`config.mk`:
```
export PLATFORM = sky130hd
export DESIGN_NAME = ticket_lock
export DESIGN_NICKNAME = d
export VERILOG_FILES = /design/src/rtl/ticket_lock_pkg.sv /design/src/rtl/tkt_dispenser.sv /design/src/rtl/tkt_slot.sv /design/src/rtl/tkt_server.sv /design/src/rtl/ticket_lock.sv
export SDC_FILE = /design/constraint.sdc
export NUM_CORES = 1
export LEC_CHECK = 0
export ABC_AREA = 0
export CELL_PAD_IN_SITES_DETAIL_PLACEMENT = 1
export CELL_PAD_IN_SITES_GLOBAL_PLACEMENT = 2
export CORE_MARGIN = 2
export CORE_UTILIZATION = 42
export CTS_CLUSTER_DIAMETER = 120
export CTS_CLUSTER_SIZE = 30
export DETAILED_ROUTE_END_ITERATION = 8
export DONT_BUFFER_PORTS = 1
export PLACE_DENSITY_LB_ADDON = 0.1
export SLEW_MARGIN = 20
export SYNTH_ARGS = -nofsm -noshare
export SYNTH_HDL_FRONTEND = slang
export SYNTH_SLANG_ARGS = --single-unit
```
`constraint.sdc`:
```
create_clock -name clk_i -period 5.6 [get_ports clk_i]
set_clock_uncertainty 0.1 [all_clocks]
set_input_delay 0 -clock clk_i [delete_from_list [all_inputs] [get_ports clk_i]]
set_output_delay 0 -clock clk_i [all_outputs]
set_load 0.02 [all_outputs]
```
`src/rtl/ticket_lock_pkg.sv`:
```
package ticket_lock_pkg;
  function automatic int unsigned tl_min_width(input int unsigned n);
    return $clog2(n) + 1;
  endfunction
endpackage

```
`src/rtl/tkt_dispenser.sv`:
```
module tkt_dispenser #(
  parameter int unsigned NUM_REQ = 4,
  parameter int unsigned TKT_W   = 4
) (
  input  logic                            clk_i,
  input  logic                            rst_ni,
  input  logic [NUM_REQ-1:0]              take_i,
  output logic [NUM_REQ-1:0][TKT_W-1:0]   offer_o
);
  logic [TKT_W-1:0] next_q, next_d;

  // prefix allocation: lower index draws the lower ticket
  always_comb begin
    logic [TKT_W-1:0] run;
    run = next_q;
    for (int i = 0; i < NUM_REQ; i++) begin
      offer_o[i] = run;
      run = run + TKT_W'(take_i[i]);
    end
    next_d = run;
  end

  always_ff @(posedge clk_i or negedge rst_ni) begin
    if (!rst_ni) next_q <= '0;
    else         next_q <= next_d;
  end

  p_next_count_r2: assert property (@(posedge clk_i) disable iff (!rst_ni)
    1'b1 |=> next_q == TKT_W'($past(next_q) + TKT_W'($countones($past(take_i)))));
endmodule

```
`src/rtl/tkt_slot.sv`:
```
module tkt_slot #(
  parameter int unsigned TKT_W = 4
) (
  input  logic             clk_i,
  input  logic             rst_ni,
  input  logic             take_i,
  input  logic [TKT_W-1:0] offer_i,
  input  logic [TKT_W-1:0] serving_i,
  input  logic             rel_i,
  output logic             held_o,
  output logic [TKT_W-1:0] ticket_o,
  output logic             grant_o,
  output logic [TKT_W-1:0] hint_o,
  output logic             done_o
);
  logic             held_q;
  logic [TKT_W-1:0] ticket_q;

  assign grant_o  = held_q && (ticket_q == serving_i);
  assign done_o   = rel_i && grant_o;
  assign held_o   = held_q;
  assign ticket_o = ticket_q;
  assign hint_o   = (held_q && !grant_o) ? TKT_W'(ticket_q - serving_i) : '0;

  always_ff @(posedge clk_i or negedge rst_ni) begin
    if (!rst_ni) begin
      held_q   <= 1'b0;
      ticket_q <= '0;
    end else if (done_o) begin
      held_q   <= 1'b0;
    end else if (take_i) begin
      held_q   <= 1'b1;
      ticket_q <= offer_i;
    end
  end

  p_ticket_stable_r8: assert property (@(posedge clk_i) disable iff (!rst_ni)
    held_q && !done_o |=> held_q && $stable(ticket_q));
  p_take_needs_free_r8: assert property (@(posedge clk_i) disable iff (!rst_ni)
    take_i |-> !held_q);
endmodule

```
`src/rtl/tkt_server.sv`:
```
module tkt_server #(
  parameter int unsigned NUM_REQ = 4,
  parameter int unsigned TKT_W   = 4
) (
  input  logic               clk_i,
  input  logic               rst_ni,
  input  logic [NUM_REQ-1:0] done_i,
  input  logic [NUM_REQ-1:0] rel_i,
  input  logic [NUM_REQ-1:0] grant_i,
  output logic [TKT_W-1:0]   serving_o,
  output logic [NUM_REQ-1:0] rel_err_o
);
  logic [TKT_W-1:0]   serving_q;
  logic [NUM_REQ-1:0] err_q;
  logic               adv;

  assign adv       = |done_i;
  assign serving_o = serving_q;
  assign rel_err_o = err_q;

  always_ff @(posedge clk_i or negedge rst_ni) begin
    if (!rst_ni) begin
      serving_q <= '0;
      err_q     <= '0;
    end else begin
      if (adv) serving_q <= serving_q + 1'b1;
      err_q <= rel_i & ~grant_i;
    end
  end

  p_one_release_r5: assert property (@(posedge clk_i) disable iff (!rst_ni)
    $onehot0(done_i));
  p_serving_step_r5: assert property (@(posedge clk_i) disable iff (!rst_ni)
    adv |=> serving_q == TKT_W'($past(serving_q) + 1'b1));
  p_serving_hold_r7: assert property (@(posedge clk_i) disable iff (!rst_ni)
    !adv |=> $stable(serving_q));
endmodule

```
`src/rtl/ticket_lock.sv`:
```
module ticket_lock
  import ticket_lock_pkg::*;
#(
  parameter int unsigned NUM_REQ = 4,
  parameter int unsigned TKT_W   = 4
) (
  input  logic                     clk_i,
  input  logic                     rst_ni,
  input  logic [NUM_REQ-1:0]       acq_i,
  input  logic [NUM_REQ-1:0]       rel_i,
  output logic [NUM_REQ-1:0]       held_o,
  output logic [NUM_REQ*TKT_W-1:0] ticket_o,
  output logic [NUM_REQ-1:0]       grant_o,
  output logic [NUM_REQ*TKT_W-1:0] hint_o,
  output logic [TKT_W-1:0]         serving_o,
  output logic [NUM_REQ-1:0]       rel_err_o
);
  localparam int unsigned MIN_W = tl_min_width(NUM_REQ);
  localparam bit          W_OK  = (TKT_W >= MIN_W);

  logic [NUM_REQ-1:0]            take, done, held, grant;
  logic [NUM_REQ-1:0][TKT_W-1:0] offer;
  logic [TKT_W-1:0]              serving;

  assign take = acq_i & ~held;

  tkt_dispenser #(.NUM_REQ(NUM_REQ), .TKT_W(TKT_W)) u_disp (
    .clk_i, .rst_ni, .take_i(take), .offer_o(offer)
  );

  for (genvar i = 0; i < NUM_REQ; i++) begin : g_slot
    tkt_slot #(.TKT_W(TKT_W)) u_slot (
      .clk_i, .rst_ni,
      .take_i   (take[i]),
      .offer_i  (offer[i]),
      .serving_i(serving),
      .rel_i    (rel_i[i]),
      .held_o   (held[i]),
      .ticket_o (ticket_o[i*TKT_W +: TKT_W]),
      .grant_o  (grant[i]),
      .hint_o   (hint_o[i*TKT_W +: TKT_W]),
      .done_o   (done[i])
    );
  end

  tkt_server #(.NUM_REQ(NUM_REQ), .TKT_W(TKT_W)) u_srv (
    .clk_i, .rst_ni,
    .done_i   (done),
    .rel_i    (rel_i),
    .grant_i  (grant),
    .serving_o(serving),
    .rel_err_o(rel_err_o)
  );

  assign held_o    = held;
  assign grant_o   = grant;
  assign serving_o = serving;

  p_width_ok_r9: assert property (@(posedge clk_i) disable iff (!rst_ni)
    W_OK || !(|held));
  p_single_grant_r4: assert property (@(posedge clk_i) disable iff (!rst_ni)
    $onehot0(grant));
  p_grant_held_r4: assert property (@(posedge clk_i) disable iff (!rst_ni)
    (grant & ~held) == '0);
  p_err_no_grant_move_r7: assert property (@(posedge clk_i) disable iff (!rst_ni)
    !(|(rel_i & grant)) && !(|take) |=> $stable(grant));
endmodule

```
==> impl_metrics.yaml <==
status:
  status: "complete, no violations"
synthesis:
  synth.top_cell.area_share: 0.3851
  synth_area_sq_um: 2079
  synth_xor_area_frac: 0.1197
  synthMuxAreaShare: 0.04874
  synth_ff_type: "dfrtp_1"
  synth.avg_cell_area_sq_um: 10.29
  ys_top_cells_by_area: "dfrtp_1 39%, ha_1 12%, mux2_2 4.9%"
  synth_cell_type_count: 29
  seq_area_frac_synth: 0.3851
  ys_warn_count: 0
  synthTopCellsByCount: "32 x dfrtp_1, 21 x nand2_1, 20 x ha_1, 17 x inv_1, 16 x nor2_1"
  synth_most_common_cell: "dfrtp_1"
  yosysTopAreaCell: "dfrtp_1"
  synth_nets: 236
  synthCells: 202
  synth_edf_count: 0
  synth_compound_area_frac: 0.06498
  synth_fa_ha_area_frac: 0.1588
  ys_seq_elements: 32
  synth_top_family_by_area: "adder cells"
  async_reset_ff_frac: 1.000
  synthSimpleGateAreaFrac: 0.1540
timing:
  max_freq_mhz: 369.8
  min_period_ns: 2.704
  grt_setup_unrepaired: "false"
  worstMarginPinSlew_ns: 0.5823
  setup_viol: 0
  hold_viol: 0
  timing.final.max_slew_violations: 0
  timing.hold.ws_ns: 0.03076
  relSlewSlack: 0.6118
  fin_tns_setup_ns: 0
  period_share: 0.4829
worst_setup_path:
  crit_start: "g_slot[0].u_slot.held_o$_DFFE_PN0P_"
  r2r_cells: 8
  cp-end-kind: "flip-flop"
  critPathRequiredTime_ns: 5.67
  cp_slowest_stage_delay_ns: 0.52
  r2r-start: "g_slot[0].u_slot.held_o$_DFFE_PN0P_"
  crit_path_end: "u_disp.next_q[3]$_DFF_PN0_"
  rrSetupSlack_ns: 2.90
  worstPathCellList: "nor2b_2 -> xor2_1 -> ha_1 -> ha_1 -> ha_1 -> xnor2_1 -> nand3_1 -> xor2_1"
  cp_common_cell: "ha_1"
  crit_type: "reg2reg"
  cp_data_arrival_time_ns: 2.77
  start_kind: "flip-flop"
  worst-path-stages: 8
  rr_endpoint: "u_disp.next_q[3]$_DFF_PN0_"
  cp_max_fo: 7
  crit_family: "adder cells"
  cpMaxStageDelayCell: "dfrtp_1"
  cp_num_buf_inv: 0
placed_design:
  dp_cells: 259
  io_buffers: 0
  post_dp_cell_area_sq_um: 2085
  dpl.hpwl_microns: 3804
  gp_congestion: 0.7274
route:
  route.detailed.wl_per_inst_microns: 17.64
  vias: 1433
  drt_iter0_markers: 20
  ant_nets: 0
  vias_per_cell: 5.118
  dr.pass1.iters: 4
  wirelength_microns: 4940
  post-route-drc-count: 0
clock_network:
  clock_latency_ns: 0.28
  cts_buffers: 5
  cts_tree: "done"
  clkSlewWorstSetupHoldPaths_ns: 0.07
  clk_path_buf_depth: 2
  cts.sinks: 32
  cts-root-buf: "clkbuf_8"
  htree_levels: 2
floorplanning:
  fp-row-count: 25
  core_area_sq_um: 4755
  pin_count: 58
  dieArea_sq_um: 5530
  die_w_microns: 74.37
  die_h_microns: 74.37
  initial_core_util: 0.4374
grt:
  grtUsageTotal: 0.1951
  antenna_found_initial: 0
  grt_pass1_vias: 1567
  grt_overflow: 0
  grt_first_pass_wirelength_microns: 7914
  grt_max_degree: 33
cells_and_area:
  nFillCells: 540
  drive_above_1_share: 0.1221
  nets: 246
  stdcell_count: 280
  antennaDiodeCount: 0
  fin_area_sq_um: 2351
  syn_to_final_growth_pct: 13.06
min_path:
  hold_class: "in2reg"
job:
  cap_violations: 0
==> cell families (layout without fill, tap and decap cells) <==
| logic type | Yosys count | in the layout |
|---|---|---|
| XOR/XNOR | 25 | 25 |
| AO/OA/AOI/OAI | 21 | 21 |
| flip-flops | 32 | 32 |
| multiplexers | 9 | 9 |
| AND/OR/NAND/NOR | 64 | 64 |
| adder cells (fa/ha/maj) | 24 | 24 |
| buffers and inverters | 27 | 38 |
==> tightest hold or removal path, cell delays in order <==
cell	delay [ns]
nand4_1	0.13
nand4_2	0.17
xor2_1	0.07
==> flip-flops by register name, summed over array words and instances, names as in the netlist <==
name,flops
g_slot.u_slot.ticket_o,16
g_slot.u_slot.held_o,4
u_srv.rel_err_o,4
u_srv.serving_o,4
u_disp.next_q,4
==> routing by layer <==
| metal | share of wire | global-route usage | wire length [microns] |
|---|---|---|---|
| met4 | 0.0073 | 0.04167 | 36 |
| met1 | 0.43 | 0.2349 | 2137 |
| met2 | 0.50 | 0.3412 | 2464 |
| met5 | 0 | 0 | 0 |
| met3 | 0.061 | 0.06369 | 301 |
==> cell usage in the layout (no fill, tap or decap), drive strengths merged <==
master        n
a21oi         6
a211oi        1
dlygate4sd3  12
inv          17
bufinv        1
o21bai        1
a21o          4
dfrtp        32
nand2b        2
nor3          1
nand3         1
and3          9
o21a          4
and2          1
nand2        21
buf           1
xnor2        14
nor2b         6
xor2         11
mux2          9
clkbuf        7
nand4         7
ha           20
nor2         16
o21ai         5
fa            4
==> what timing repair did <==
item,4_1_cts,5_1_grt
gates resized for setup,0,0
hold buffers,13,0
buffers inserted,0,0
endpoints found under the hold margin,47,0
==> metrics by stage <==
| stage | util | setup WS [ns] |
|---|---|---|
| CTS | 0.4945 | 2.862 |
| finish | 0.4945 | 2.896 |
| global route | 0.4945 | 2.687 |
| floorplan | - | 3.317 |
| detailed placement | 0.4384 | 2.897 |
| global placement | 0.4384 | 3.009 |
==> worst min path at each step <==
| stage | cells after the start | from | endpoint |
|---|---|---|---|
| global route | 3 | rel_i[1] | u_srv.serving_o[0]$_DFFE_PN0P_ |
| global placement | 0 | rst_ni | u_srv.rel_err_o[1]$_DFF_PN0_ |
| CTS | 3 | rel_i[1] | u_srv.serving_o[0]$_DFFE_PN0P_ |
| floorplan | 0 | rst_ni | g_slot[0].u_slot.held_o$_DFFE_PN0P_ |
| detailed placement | 0 | rst_ni | g_slot[1].u_slot.held_o$_DFFE_PN0P_ |
| finish | 3 | rel_i[1] | u_srv.serving_o[0]$_DFFE_PN0P_ |
==> cell type report <==
type | count | area [sq um] | area share
Multi-Input combinational cell | 143 | 1136 | 0.4832
Tap cell | 67 | 83.83 | 0.03566
Inverter | 17 | 63.81 | 0.02714
Clock buffer | 7 | 96.34 | 0.04098
Sequential cell | 32 | 800.8 | 0.3406
Timing Repair Buffer | 13 | 140.1 | 0.05961
Clock inverter | 1 | 30.03 | 0.01277
Power is not shown: default switching activity piles up to over one toggle a cycle in this logic, so the estimate is an artifact.
